## src/rtl/intSeqPkg.sv

```systemverilog
package intSeqPkg;

  typedef enum logic [1:0] {
    SRC_PCL = 2'd0,
    SRC_PCH = 2'd1,
    SRC_CS  = 2'd2,
    SRC_FLG = 2'd3
  } pushSrcT;

  typedef struct packed {
    logic    capture;
    logic    push;
    pushSrcT pushSrc;
    logic    rdHi;
    logic    rdLo;
    logic    latchHi;
    logic    latchLo;
    logic    finish;
  } ctrlStrobeT;

endpackage

```

## src/rtl/intSeqCtrl.sv

```systemverilog
module intSeqCtrl
  import intSeqPkg::*;
(
  input  logic       clk,
  input  logic       rstN,
  input  logic       ackValid,
  input  logic       segSaveEn,
  output ctrlStrobeT strobe,
  output logic       busy,
  output logic       done
);

  typedef enum logic [3:0] {
    S_IDLE, S_PCL, S_PCH, S_CS, S_FLG, S_RDHI, S_RDLO, S_WAIT, S_DONE
  } stateT;

  stateT stateQ, stateD;
  logic  saveQ;

  always_ff @(posedge clk or negedge rstN) begin
    if (!rstN) begin
      stateQ <= S_IDLE;
      saveQ  <= 1'b0;
    end else begin
      stateQ <= stateD;
      if (stateQ == S_IDLE && ackValid) saveQ <= segSaveEn;
    end
  end

  always_comb begin
    stateD = stateQ;
    strobe = '0;
    strobe.pushSrc = SRC_PCL;
    unique case (stateQ)
      S_IDLE: begin
        strobe.capture = ackValid;
        if (ackValid) stateD = S_PCL;
      end
      S_PCL: begin
        strobe.push = 1'b1;
        strobe.pushSrc = SRC_PCL;
        stateD = S_PCH;
      end
      S_PCH: begin
        strobe.push = 1'b1;
        strobe.pushSrc = SRC_PCH;
        stateD = saveQ ? S_CS : S_FLG;
      end
      S_CS: begin
        strobe.push = 1'b1;
        strobe.pushSrc = SRC_CS;
        stateD = S_FLG;
      end
      S_FLG: begin
        strobe.push = 1'b1;
        strobe.pushSrc = SRC_FLG;
        stateD = S_RDHI;
      end
      S_RDHI: begin
        strobe.rdHi = 1'b1;
        stateD = S_RDLO;
      end
      S_RDLO: begin
        strobe.rdLo = 1'b1;
        strobe.latchHi = 1'b1;
        stateD = S_WAIT;
      end
      S_WAIT: begin
        strobe.latchLo = 1'b1;
        stateD = S_DONE;
      end
      S_DONE: begin
        strobe.finish = 1'b1;
        stateD = S_IDLE;
      end
      default: stateD = S_IDLE;
    endcase
  end

  assign busy = (stateQ != S_IDLE);
  assign done = (stateQ == S_DONE);

  AST_DONE_PULSE: assert property (@(posedge clk) disable iff (!rstN)
    done |=> !done);
  AST_BUSY_HOLD: assert property (@(posedge clk) disable iff (!rstN)
    busy && !done |=> busy);

endmodule

```

## src/rtl/intSeqDatapath.sv

```systemverilog
module intSeqDatapath
  import intSeqPkg::*;
#(
  parameter int unsigned ADDR_W   = 16,
  parameter int unsigned DATA_W   = 8,
  parameter int unsigned VEC_PAGE = 0,
  localparam int unsigned PC_W    = 2 * DATA_W,
  localparam int unsigned PAGE_W  = ADDR_W - DATA_W
) (
  input  logic              clk,
  input  logic              rstN,
  input  ctrlStrobeT        strobe,
  input  logic [PC_W-1:0]   pcIn,
  input  logic [DATA_W-1:0] flagsIn,
  input  logic [DATA_W-1:0] codeSegIn,
  input  logic              segSaveEn,
  input  logic [DATA_W-1:0] isrIn,
  input  logic [DATA_W-1:0] ivrIn,
  input  logic [ADDR_W-1:0] spIn,
  input  logic              iretIn,
  input  logic [DATA_W-1:0] vecRdData,
  output logic              stkWrEn,
  output logic [ADDR_W-1:0] stkWrAddr,
  output logic [DATA_W-1:0] stkWrData,
  output logic              vecRdEn,
  output logic [ADDR_W-1:0] vecRdAddr,
  output logic [PC_W-1:0]   newPc,
  output logic [ADDR_W-1:0] spOut,
  output logic              codeSegLoad,
  output logic [DATA_W-1:0] codeSegOut,
  output logic              segOverride
);

  localparam logic [PAGE_W-1:0] PAGE = PAGE_W'(VEC_PAGE);

  logic [PC_W-1:0]   pcQ, newPcQ;
  logic [DATA_W-1:0] flagsQ, csQ, isrQ, ivrQ, vecHiQ;
  logic [ADDR_W-1:0] spQ;
  logic              saveQ, ovrQ;

  always_ff @(posedge clk or negedge rstN) begin
    if (!rstN) begin
      pcQ    <= '0;
      flagsQ <= '0;
      csQ    <= '0;
      isrQ   <= '0;
      ivrQ   <= '0;
      spQ    <= '0;
      saveQ  <= 1'b0;
      vecHiQ <= '0;
      newPcQ <= '0;
    end else begin
      if (strobe.capture) begin
        pcQ    <= pcIn;
        flagsQ <= flagsIn;
        csQ    <= codeSegIn;
        isrQ   <= isrIn;
        ivrQ   <= ivrIn;
        spQ    <= spIn;
        saveQ  <= segSaveEn;
      end else if (strobe.push) begin
        spQ <= spQ - ADDR_W'(1);
      end
      if (strobe.latchHi) vecHiQ <= vecRdData;
      if (strobe.latchLo) newPcQ <= {vecHiQ, vecRdData};
    end
  end

  always_ff @(posedge clk or negedge rstN) begin
    if (!rstN)                        ovrQ <= 1'b0;
    else if (strobe.finish && !saveQ) ovrQ <= 1'b1;
    else if (iretIn)                  ovrQ <= 1'b0;
  end

  always_comb begin
    unique case (strobe.pushSrc)
      SRC_PCL: stkWrData = pcQ[DATA_W-1:0];
      SRC_PCH: stkWrData = pcQ[PC_W-1:DATA_W];
      SRC_CS:  stkWrData = csQ;
      default: stkWrData = flagsQ;
    endcase
  end

  assign stkWrEn     = strobe.push;
  assign stkWrAddr   = spQ - ADDR_W'(1);
  assign vecRdEn     = strobe.rdHi | strobe.rdLo;
  assign vecRdAddr   = {PAGE, ivrQ} + ADDR_W'(strobe.rdLo);
  assign newPc       = newPcQ;
  assign spOut       = spQ;
  assign codeSegLoad = strobe.finish && saveQ;
  assign codeSegOut  = isrQ;
  assign segOverride = ovrQ;

  AST_OVR_HOLD: assert property (@(posedge clk) disable iff (!rstN)
    segOverride && !iretIn |=> segOverride);
  AST_OVR_CLEAR: assert property (@(posedge clk) disable iff (!rstN)
    segOverride && iretIn && !strobe.finish |=> !segOverride);

endmodule

```

## src/rtl/intEntrySeq.sv

```systemverilog
module intEntrySeq
  import intSeqPkg::*;
#(
  parameter int unsigned ADDR_W   = 16,
  parameter int unsigned DATA_W   = 8,
  parameter int unsigned VEC_PAGE = 0
) (
  input  logic                clk,
  input  logic                rstN,
  input  logic                ackValid,
  input  logic [2*DATA_W-1:0] pcIn,
  input  logic [DATA_W-1:0]   flagsIn,
  input  logic [DATA_W-1:0]   codeSegIn,
  input  logic                segSaveEn,
  input  logic [DATA_W-1:0]   isrIn,
  input  logic [DATA_W-1:0]   ivrIn,
  input  logic [ADDR_W-1:0]   spIn,
  input  logic                iretIn,
  output logic                stkWrEn,
  output logic [ADDR_W-1:0]   stkWrAddr,
  output logic [DATA_W-1:0]   stkWrData,
  output logic                vecRdEn,
  output logic [ADDR_W-1:0]   vecRdAddr,
  input  logic [DATA_W-1:0]   vecRdData,
  output logic                busy,
  output logic                done,
  output logic [2*DATA_W-1:0] newPc,
  output logic [ADDR_W-1:0]   spOut,
  output logic                codeSegLoad,
  output logic [DATA_W-1:0]   codeSegOut,
  output logic                segOverride
);

  ctrlStrobeT strobe;

  intSeqCtrl i_ctrl (
    .clk       (clk),
    .rstN      (rstN),
    .ackValid  (ackValid),
    .segSaveEn (segSaveEn),
    .strobe    (strobe),
    .busy      (busy),
    .done      (done)
  );

  intSeqDatapath #(
    .ADDR_W   (ADDR_W),
    .DATA_W   (DATA_W),
    .VEC_PAGE (VEC_PAGE)
  ) i_dp (
    .clk         (clk),
    .rstN        (rstN),
    .strobe      (strobe),
    .pcIn        (pcIn),
    .flagsIn     (flagsIn),
    .codeSegIn   (codeSegIn),
    .segSaveEn   (segSaveEn),
    .isrIn       (isrIn),
    .ivrIn       (ivrIn),
    .spIn        (spIn),
    .iretIn      (iretIn),
    .vecRdData   (vecRdData),
    .stkWrEn     (stkWrEn),
    .stkWrAddr   (stkWrAddr),
    .stkWrData   (stkWrData),
    .vecRdEn     (vecRdEn),
    .vecRdAddr   (vecRdAddr),
    .newPc       (newPc),
    .spOut       (spOut),
    .codeSegLoad (codeSegLoad),
    .codeSegOut  (codeSegOut),
    .segOverride (segOverride)
  );

  AST_NO_RD_ON_WR: assert property (@(posedge clk) disable iff (!rstN)
    stkWrEn |-> !vecRdEn);
  AST_CSLOAD_AT_DONE: assert property (@(posedge clk) disable iff (!rstN)
    codeSegLoad |-> done && !segOverride);
  AST_NO_WORK_IDLE: assert property (@(posedge clk) disable iff (!rstN)
    !busy |-> !stkWrEn && !vecRdEn && !done);

endmodule

```

## config.mk

```make
export PLATFORM = sky130hd
export DESIGN_NAME = intEntrySeq
export DESIGN_NICKNAME = d
export VERILOG_FILES = /design/src/rtl/intSeqPkg.sv /design/src/rtl/intSeqCtrl.sv /design/src/rtl/intSeqDatapath.sv /design/src/rtl/intEntrySeq.sv
export SDC_FILE = /design/constraint.sdc
export NUM_CORES = 1
export LEC_CHECK = 0
export BUFFER_PORTS_ARGS = -buffer_cell sky130_fd_sc_hd__buf_2
export CELL_PAD_IN_SITES_DETAIL_PLACEMENT = 1
export CELL_PAD_IN_SITES_GLOBAL_PLACEMENT = 1
export CORE_ASPECT_RATIO = 1.4
export CORE_MARGIN = 5
export CORE_UTILIZATION = 33
export DETAILED_ROUTE_END_ITERATION = 16
export PLACE_DENSITY_LB_ADDON = 0.15
export SLEW_MARGIN = 20
export SYNTH_ARGS = -nofsm -noshare
export SYNTH_HDL_FRONTEND = slang
export SYNTH_SLANG_ARGS = --single-unit
export TNS_END_PERCENT = 1
```

## constraint.sdc

```tcl
create_clock -name clk -period 2.1 [get_ports clk]
set_input_delay 0.42 -clock clk [delete_from_list [all_inputs] [get_ports clk]]
set_output_delay 0.42 -clock clk [all_outputs]
set_load 0.02 [all_outputs]
```

==> qor.yml, run 1 <==
fin_nets: 786
final-hold-violation-count: 0
fillCellCount: 1674
netlist_instances: 525
ys_ff_latch: 94
die_w_um: 110
fin_util: 0.474
rsz0062_at_grt: "true"
dp_cells: 877
async_reset_ff_frac: 1.00
routed_via_density: 4.81
drive_above_1_share: 0.408
dr_total_vias: 4304
powerDensity_nw_per_um2: 1720
worstSetupPathType: "reg2out"
synth_top_area_cell: "dfrtp_1"
seq_area_um2: 2360
cts_made_buffers: 9
ys_seq_area_frac: 0.510
htree_levels: 3
finalPower_uw: 11200
end_kind: "output port"
syn-mean-instance-area_um2: 8.78
gp_congestion: 0.849
antenna_found_initial: 1
fin_skew_ps: 7.57
grtUsageTotal: 0.183
grt_pass1_wl_um: 23600
timing.fmax_mhz: 398
start_util: 0.334
ant_nets: 0
cts_buffer_depth: 2
multiInputGateArea_um2: 2380
min_from: "isrIn[7]"
core_area_um2: 13800
slew_violations: 0
holdCritPathClass: "in2reg"
synth_flop_cell: "dfrtp_1"
synth_edf_count: 0
cap_violations: 0
fin_area_um2: 6540
crit_required_ps: 1680
startpoint_type: "flip-flop"
r2r_slack_ps: 90
routed_wl_um: 14600
placementRows: 51
ir_worst_vdd_mv: 0.688
setup_slack_ps: -413
portBuffers: 155
boundaryPins: 163
grt_pass1_vias: 4632
holdPathEnd: "i_dp.codeSegOut[7]$_DFFE_PN0P_"
syn_to_final_growth_pct: 41.8
grt_max_degree: 55
drt_pass1_iterations: 4
r2r-end: "i_dp.spOut[15]$_DFFE_PN0P_"
reg2reg_depth: 5
arrival_ps: 2090
synth.top_cell.area_share: 0.510
min_period_ps: 2510
cts_root_buffer: "clkbuf_16"
cts.clk_slew.worst_paths_ps: 70
final_cells: 895
globalRouteOverflowTotal: 0
clk_latency_ps: 340
r2r_start: "i_dp.spOut[3]$_DFFE_PN0P_"
hold_depth: 3
tns_ps: -4340
violations: "setup timing"
dp_hpwl_um: 11100
status: "finished with violations"
dpl_cell_area_um2: 5930
ys_types: 44
num_antenna_cells: 0
cts.sink_count: 94
drtIter0Drc: 101
setup_viol: 26
mappedNetlistArea_um2: 4610
chipHeight_um: 150
timing.final.crit_share: 1.20
path_max_fanout: 2
post_drt_wl_per_cell_um: 16.3
p_leak_uw: 0.00342
ys_top_cells_by_area: "dfrtp_1 (51%), nand2_1 (17%), mux2_2 (4.4%)"
yosysWarnings: 0
cts_tree: "done"
design.die.area_um2: 16500
route.detailed.drc: 0
## critical path, cell delays in order (launching register included)
cell     delay [ps]
dfrtp_2         400
or4_4           540
or3_4           370
nor2_4          150
xor2_4          160
buf_6           130
## logic make-up (layout without fill, tap and decap cells)
kind of cell / after synthesis / count (layout) / share of synthesized area
adder cells (fa/ha/maj): 3 / 3 / 0.00815
XOR/XNOR: 20 / 20 / 0.0380
multiplexers: 21 / 21 / 0.0505
AO/OA/AOI/OAI: 42 / 42 / 0.0679
buffers and inverters: 46 / 225 / 0.0462
flip-flops: 94 / 94 / 0.510
AND/OR/NAND/NOR: 298 / 298 / 0.278
other: 1 / 7 / 0.000814
## registers in the layout, summed over array words and instances, names as in the netlist
signal / cells
i_ctrl.stateQ: 4
i_dp.flagsQ: 8
i_dp.segOverride: 1
i_dp.newPc: 16
i_dp.ivrQ: 8
i_dp.codeSegOut: 8
i_ctrl.saveQ: 1
i_dp.vecHiQ: 8
i_dp.pcQ: 16
i_dp.csQ: 8
i_dp.spOut: 16
## power by group
part / total [µW] / internal (µW) / switching, µW
clock network: 1610 / 917 / 697
logic: 6290 / 2640 / 3650
registers: 3330 / 2660 / 667
## cell usage after synthesis (8+ instances only)
cell,n
xnor2_1,11
a2bb2oi_1,8
mux2_2,18
dfrtp_1,94
a21oi_1,11
clkbuf_1,16
nor2_1,29
buf_1,9
nand2_1,207
nand3_1,19
xor2_1,9
## stage by stage
step	hold slack (ps)	setup slack, ps
after detailed placement	320	-42.7
final	269	-413
after CTS	256	-391
after floorplan	124	-114
after global placement	317	-55.2
after global routing	255	-471
## what timing repair did
action,4_1_cts,5_1_grt
buffers inserted,1,1
resized for setup,48,24
hold endpoints to repair,15,0
hold buffers,1,0
setup endpoints to repair,29,33
pin swaps,3,1
## worst max path at each step
stage / from / endpoint / cells past startpoint
final: i_dp.spOut[3]$_DFFE_PN0P_ / stkWrAddr[15] / 5
after global routing: i_dp.spOut[3]$_DFFE_PN0P_ / stkWrAddr[15] / 5
after CTS: i_dp.spOut[3]$_DFFE_PN0P_ / stkWrAddr[15] / 5
after detailed placement: i_dp.spOut[3]$_DFFE_PN0P_ / stkWrAddr[15] / 5
after global placement: i_dp.spOut[3]$_DFFE_PN0P_ / stkWrAddr[7] / 6
after floorplan: i_dp.spOut[2]$_DFFE_PN0P_ / stkWrAddr[15] / 5
## area by class of cell
cell class                      count  share of cell area
Sequential cell                    94               0.361
Timing Repair Buffer              202               0.190
Multi-Input combinational cell    391               0.365
Inverter                            8             0.00536
Tap cell                          185              0.0354
Clock inverter                      6             0.00957
Clock buffer                        9              0.0345
## layer usage
metal	routed length, µm	track usage
met3	884	0.0501
met5	7	0
met1	5730	0.212
met2	7790	0.328
met4	192	0.0462
## layout by cell type, fill, tap and decap left out, drive strengths merged, types with 8 or more instances in the layout
cell	Yosys	layout
a21oi	11	11
a2bb2oi	8	8
buf	22	201
clkbuf	16	9
dfrtp	94	94
inv	7	8
mux2	18	18
nand2	207	207
nand3	19	19
nor2	29	29
xnor2	11	11
xor2	9	9
Power figures use the tool's default switching activity.
==> inputs of run 2 (changes only) <==
--- a/config.mk
+++ b/config.mk
@@ -12,7 +12,7 @@
 export CORE_MARGIN = 5
 export CORE_UTILIZATION = 33
 export DETAILED_ROUTE_END_ITERATION = 16
-export PLACE_DENSITY_LB_ADDON = 0.15
+export PLACE_DENSITY = 0.86
 export SLEW_MARGIN = 20
 export SYNTH_ARGS = -nofsm -noshare
 export SYNTH_HDL_FRONTEND = slang
==> run 2 against run 1 <==
- the flow still finishes with violations (setup timing)
- power increased by 0.37%
- die area unchanged
- worst hold slack got worse by 190 ps
- cell count increased by 0.34%
- largest cell class is now sequential cells
==> qor.yml, run 2 (synthesis results as in run 1) <==
status: "finished with violations"
violations: "setup timing"
fin_nets: 785  # -0.13%
boundaryPins: 163  # unchanged
holdCritPathClass: "in2async"
hold_ws_ps: 83.9  # -186 ps
worst_pin_slew_ps: 576
met3_usage: 0.0492  # -0.000863
path_max_fanout: 2  # unchanged
finalPower_uw: 11300  # +0.37%
cts_root_buffer: "clkbuf_16"
final-hold-violation-count: 0  # unchanged
timing.final.crit_share: 1.19  # -0.00455
p_leak_uw: 0.00343  # +0.32%
critPathMaxStageDelay_ps: 550  # about the same
ir_worst_vdd_mv: 0.640  # -6.9%
cap_violations: 0  # unchanged
layout_common_cells: "nand2_1 (206), buf_2 (138), dfrtp_1 (90)"
clk_latency_ps: 340  # about the same
dp_cells: 878  # +0.11%
antenna_found_initial: 3  # +2
setup_viol: 28  # +7.7%
routed_wl_um: 16500  # +13%
final_common_cell: "nand2_1"
fillCellCount: 1677  # +0.18%
dp_hpwl_um: 12300  # +11%
drt_pass1_iterations: 4  # unchanged
crit_required_ps: 1680  # about the same
setup_slack_ps: -403  # +9.55 ps
fin_skew_ps: 8.72  # +1.15 ps
syn_to_final_growth_pct: 39.7
placementRows: 51  # unchanged
cts_tree: "done"
portBuffers: 155  # unchanged
rsz0062_at_grt: "true"
end_kind: "output port"
grt_busiest_layer: "met2"
ant_nets: 0  # unchanged
grt_pass1_vias: 5038  # +8.8%
timing.fmax_mhz: 400  # +0.38%
powerDensity_nw_per_um2: 1750  # +1.9%
cts_made_buffers: 9  # unchanged
arrival_ps: 2080  # about the same
crit_chain: "or4_4 > or3_4 > nor2_4 > xor2_4 > buf_6"
worstSetupPathType: "reg2out"
cts.clk_slew.worst_paths_ps: 70  # about the same
slew_violations: 0  # unchanged
start_util: 0.334  # unchanged
tns_ps: -6590  # -2260 ps
route.detailed.drc: 0  # unchanged
startpoint_type: "flip-flop"
grt_use_met1: 0.223  # +0.0115
fin_area_um2: 6440  # -1.5%
cts_buffer_depth: 2  # unchanged
htree_levels: 3  # unchanged
ctsHoldBuffers: 0  # -1
dr_total_vias: 4520  # +5.0%
grt_max_degree: 41  # -25%
grt_pass1_wl_um: 25600  # +8.7%
relSlewSlack: 0.616
final_cells: 898  # +0.34%
cp_slowest_cell: "or4_4"
core_area_um2: 13800  # unchanged
cts.sink_count: 94  # unchanged
grt_util_met2: 0.346  # +0.0182
globalRouteOverflowTotal: 0  # unchanged
drive_above_1_share: 0.390  # -0.0183
die_w_um: 110  # unchanged
drtIter0Drc: 173  # +71%
grtUsageTotal: 0.200  # +0.0171
routed_via_density: 5.03  # +4.7%
design.die.area_um2: 16500  # unchanged
min_period_ps: 2500  # -9.55 ps
post_drt_wl_per_cell_um: 18.4  # +13%
gp_congestion: 0.839  # -1.1%
chipHeight_um: 150  # unchanged
dpl_cell_area_um2: 5940  # +0.13%
run 2: critical path: cells and delay by family (launching register included):
kind	cells	cell delay, ps
and+or+nand+nor	3	1060
DFF	1	410
xor gates and xnor gates	1	160
buffers and inverters	1	130
run 2: power by group:
part           leakage, µW  internal, µW  total (µW)  switching (µW)
Sequential         0.00117          2660        3330             675
Clock             0.000149           917        1620             700
Combinational      0.00211          2560        6330            3760
run 2: cell type report:
class	instances	area (µm²)	area share
Antenna cell	3	7.51	0.00117
Clock buffer	9	225	0.0350
Clock inverter	7	63.8	0.00991
Inverter	8	37.5	0.00583
Multi-Input combinational cell	391	2310	0.359
Sequential cell	94	2360	0.366
Tap cell	185	231	0.0360
Timing Repair Buffer	201	1200	0.187
run 2: routing by layer:
layer	vias up	wire, µm
li1	2078	-
met1	2232	6160
met2	168	8640
met3	42	1070
met4	0	608
met5	-	0
run 2: stage by stage:
stage                     utilization  setup WS [ps]
final                           0.467           -403
after global routing            0.467           -466
after CTS                       0.463           -402
after detailed placement        0.431           -124
after global placement          0.431          -30.6
after floorplan                     -           -114
run 2: final timing paths:
check | from | end | slack [ps] | cells after the start
setup / recovery | i_dp.spOut[3]$_DFFE_PN0P_ | stkWrAddr[15] | -400 | 5
hold / removal | rstN | i_dp.spOut[12]$_DFFE_PN0P_ | 80 | 1
setup reg to reg | i_dp.spOut[3]$_DFFE_PN0P_ | i_dp.spOut[15]$_DFFE_PN0P_ | 50 | 5
hold reg to reg | i_dp.pcQ[7]$_DFFE_PN0P_ | i_dp.pcQ[7]$_DFFE_PN0P_ | 480 | 2
max in group asynchronous | rstN | i_dp.vecHiQ[1]$_DFFE_PN0N_ | 1410 | 2
min in group clk | ivrIn[0] | i_dp.ivrQ[0]$_DFFE_PN0P_ | 270 | 3
run 2: what timing repair did:
item,4_1_cts,5_1_grt
endpoints found under the setup margin,30,33
gates resized for setup,41,11
cloned,0,0
pin swaps,2,4
setup buffers,1,0
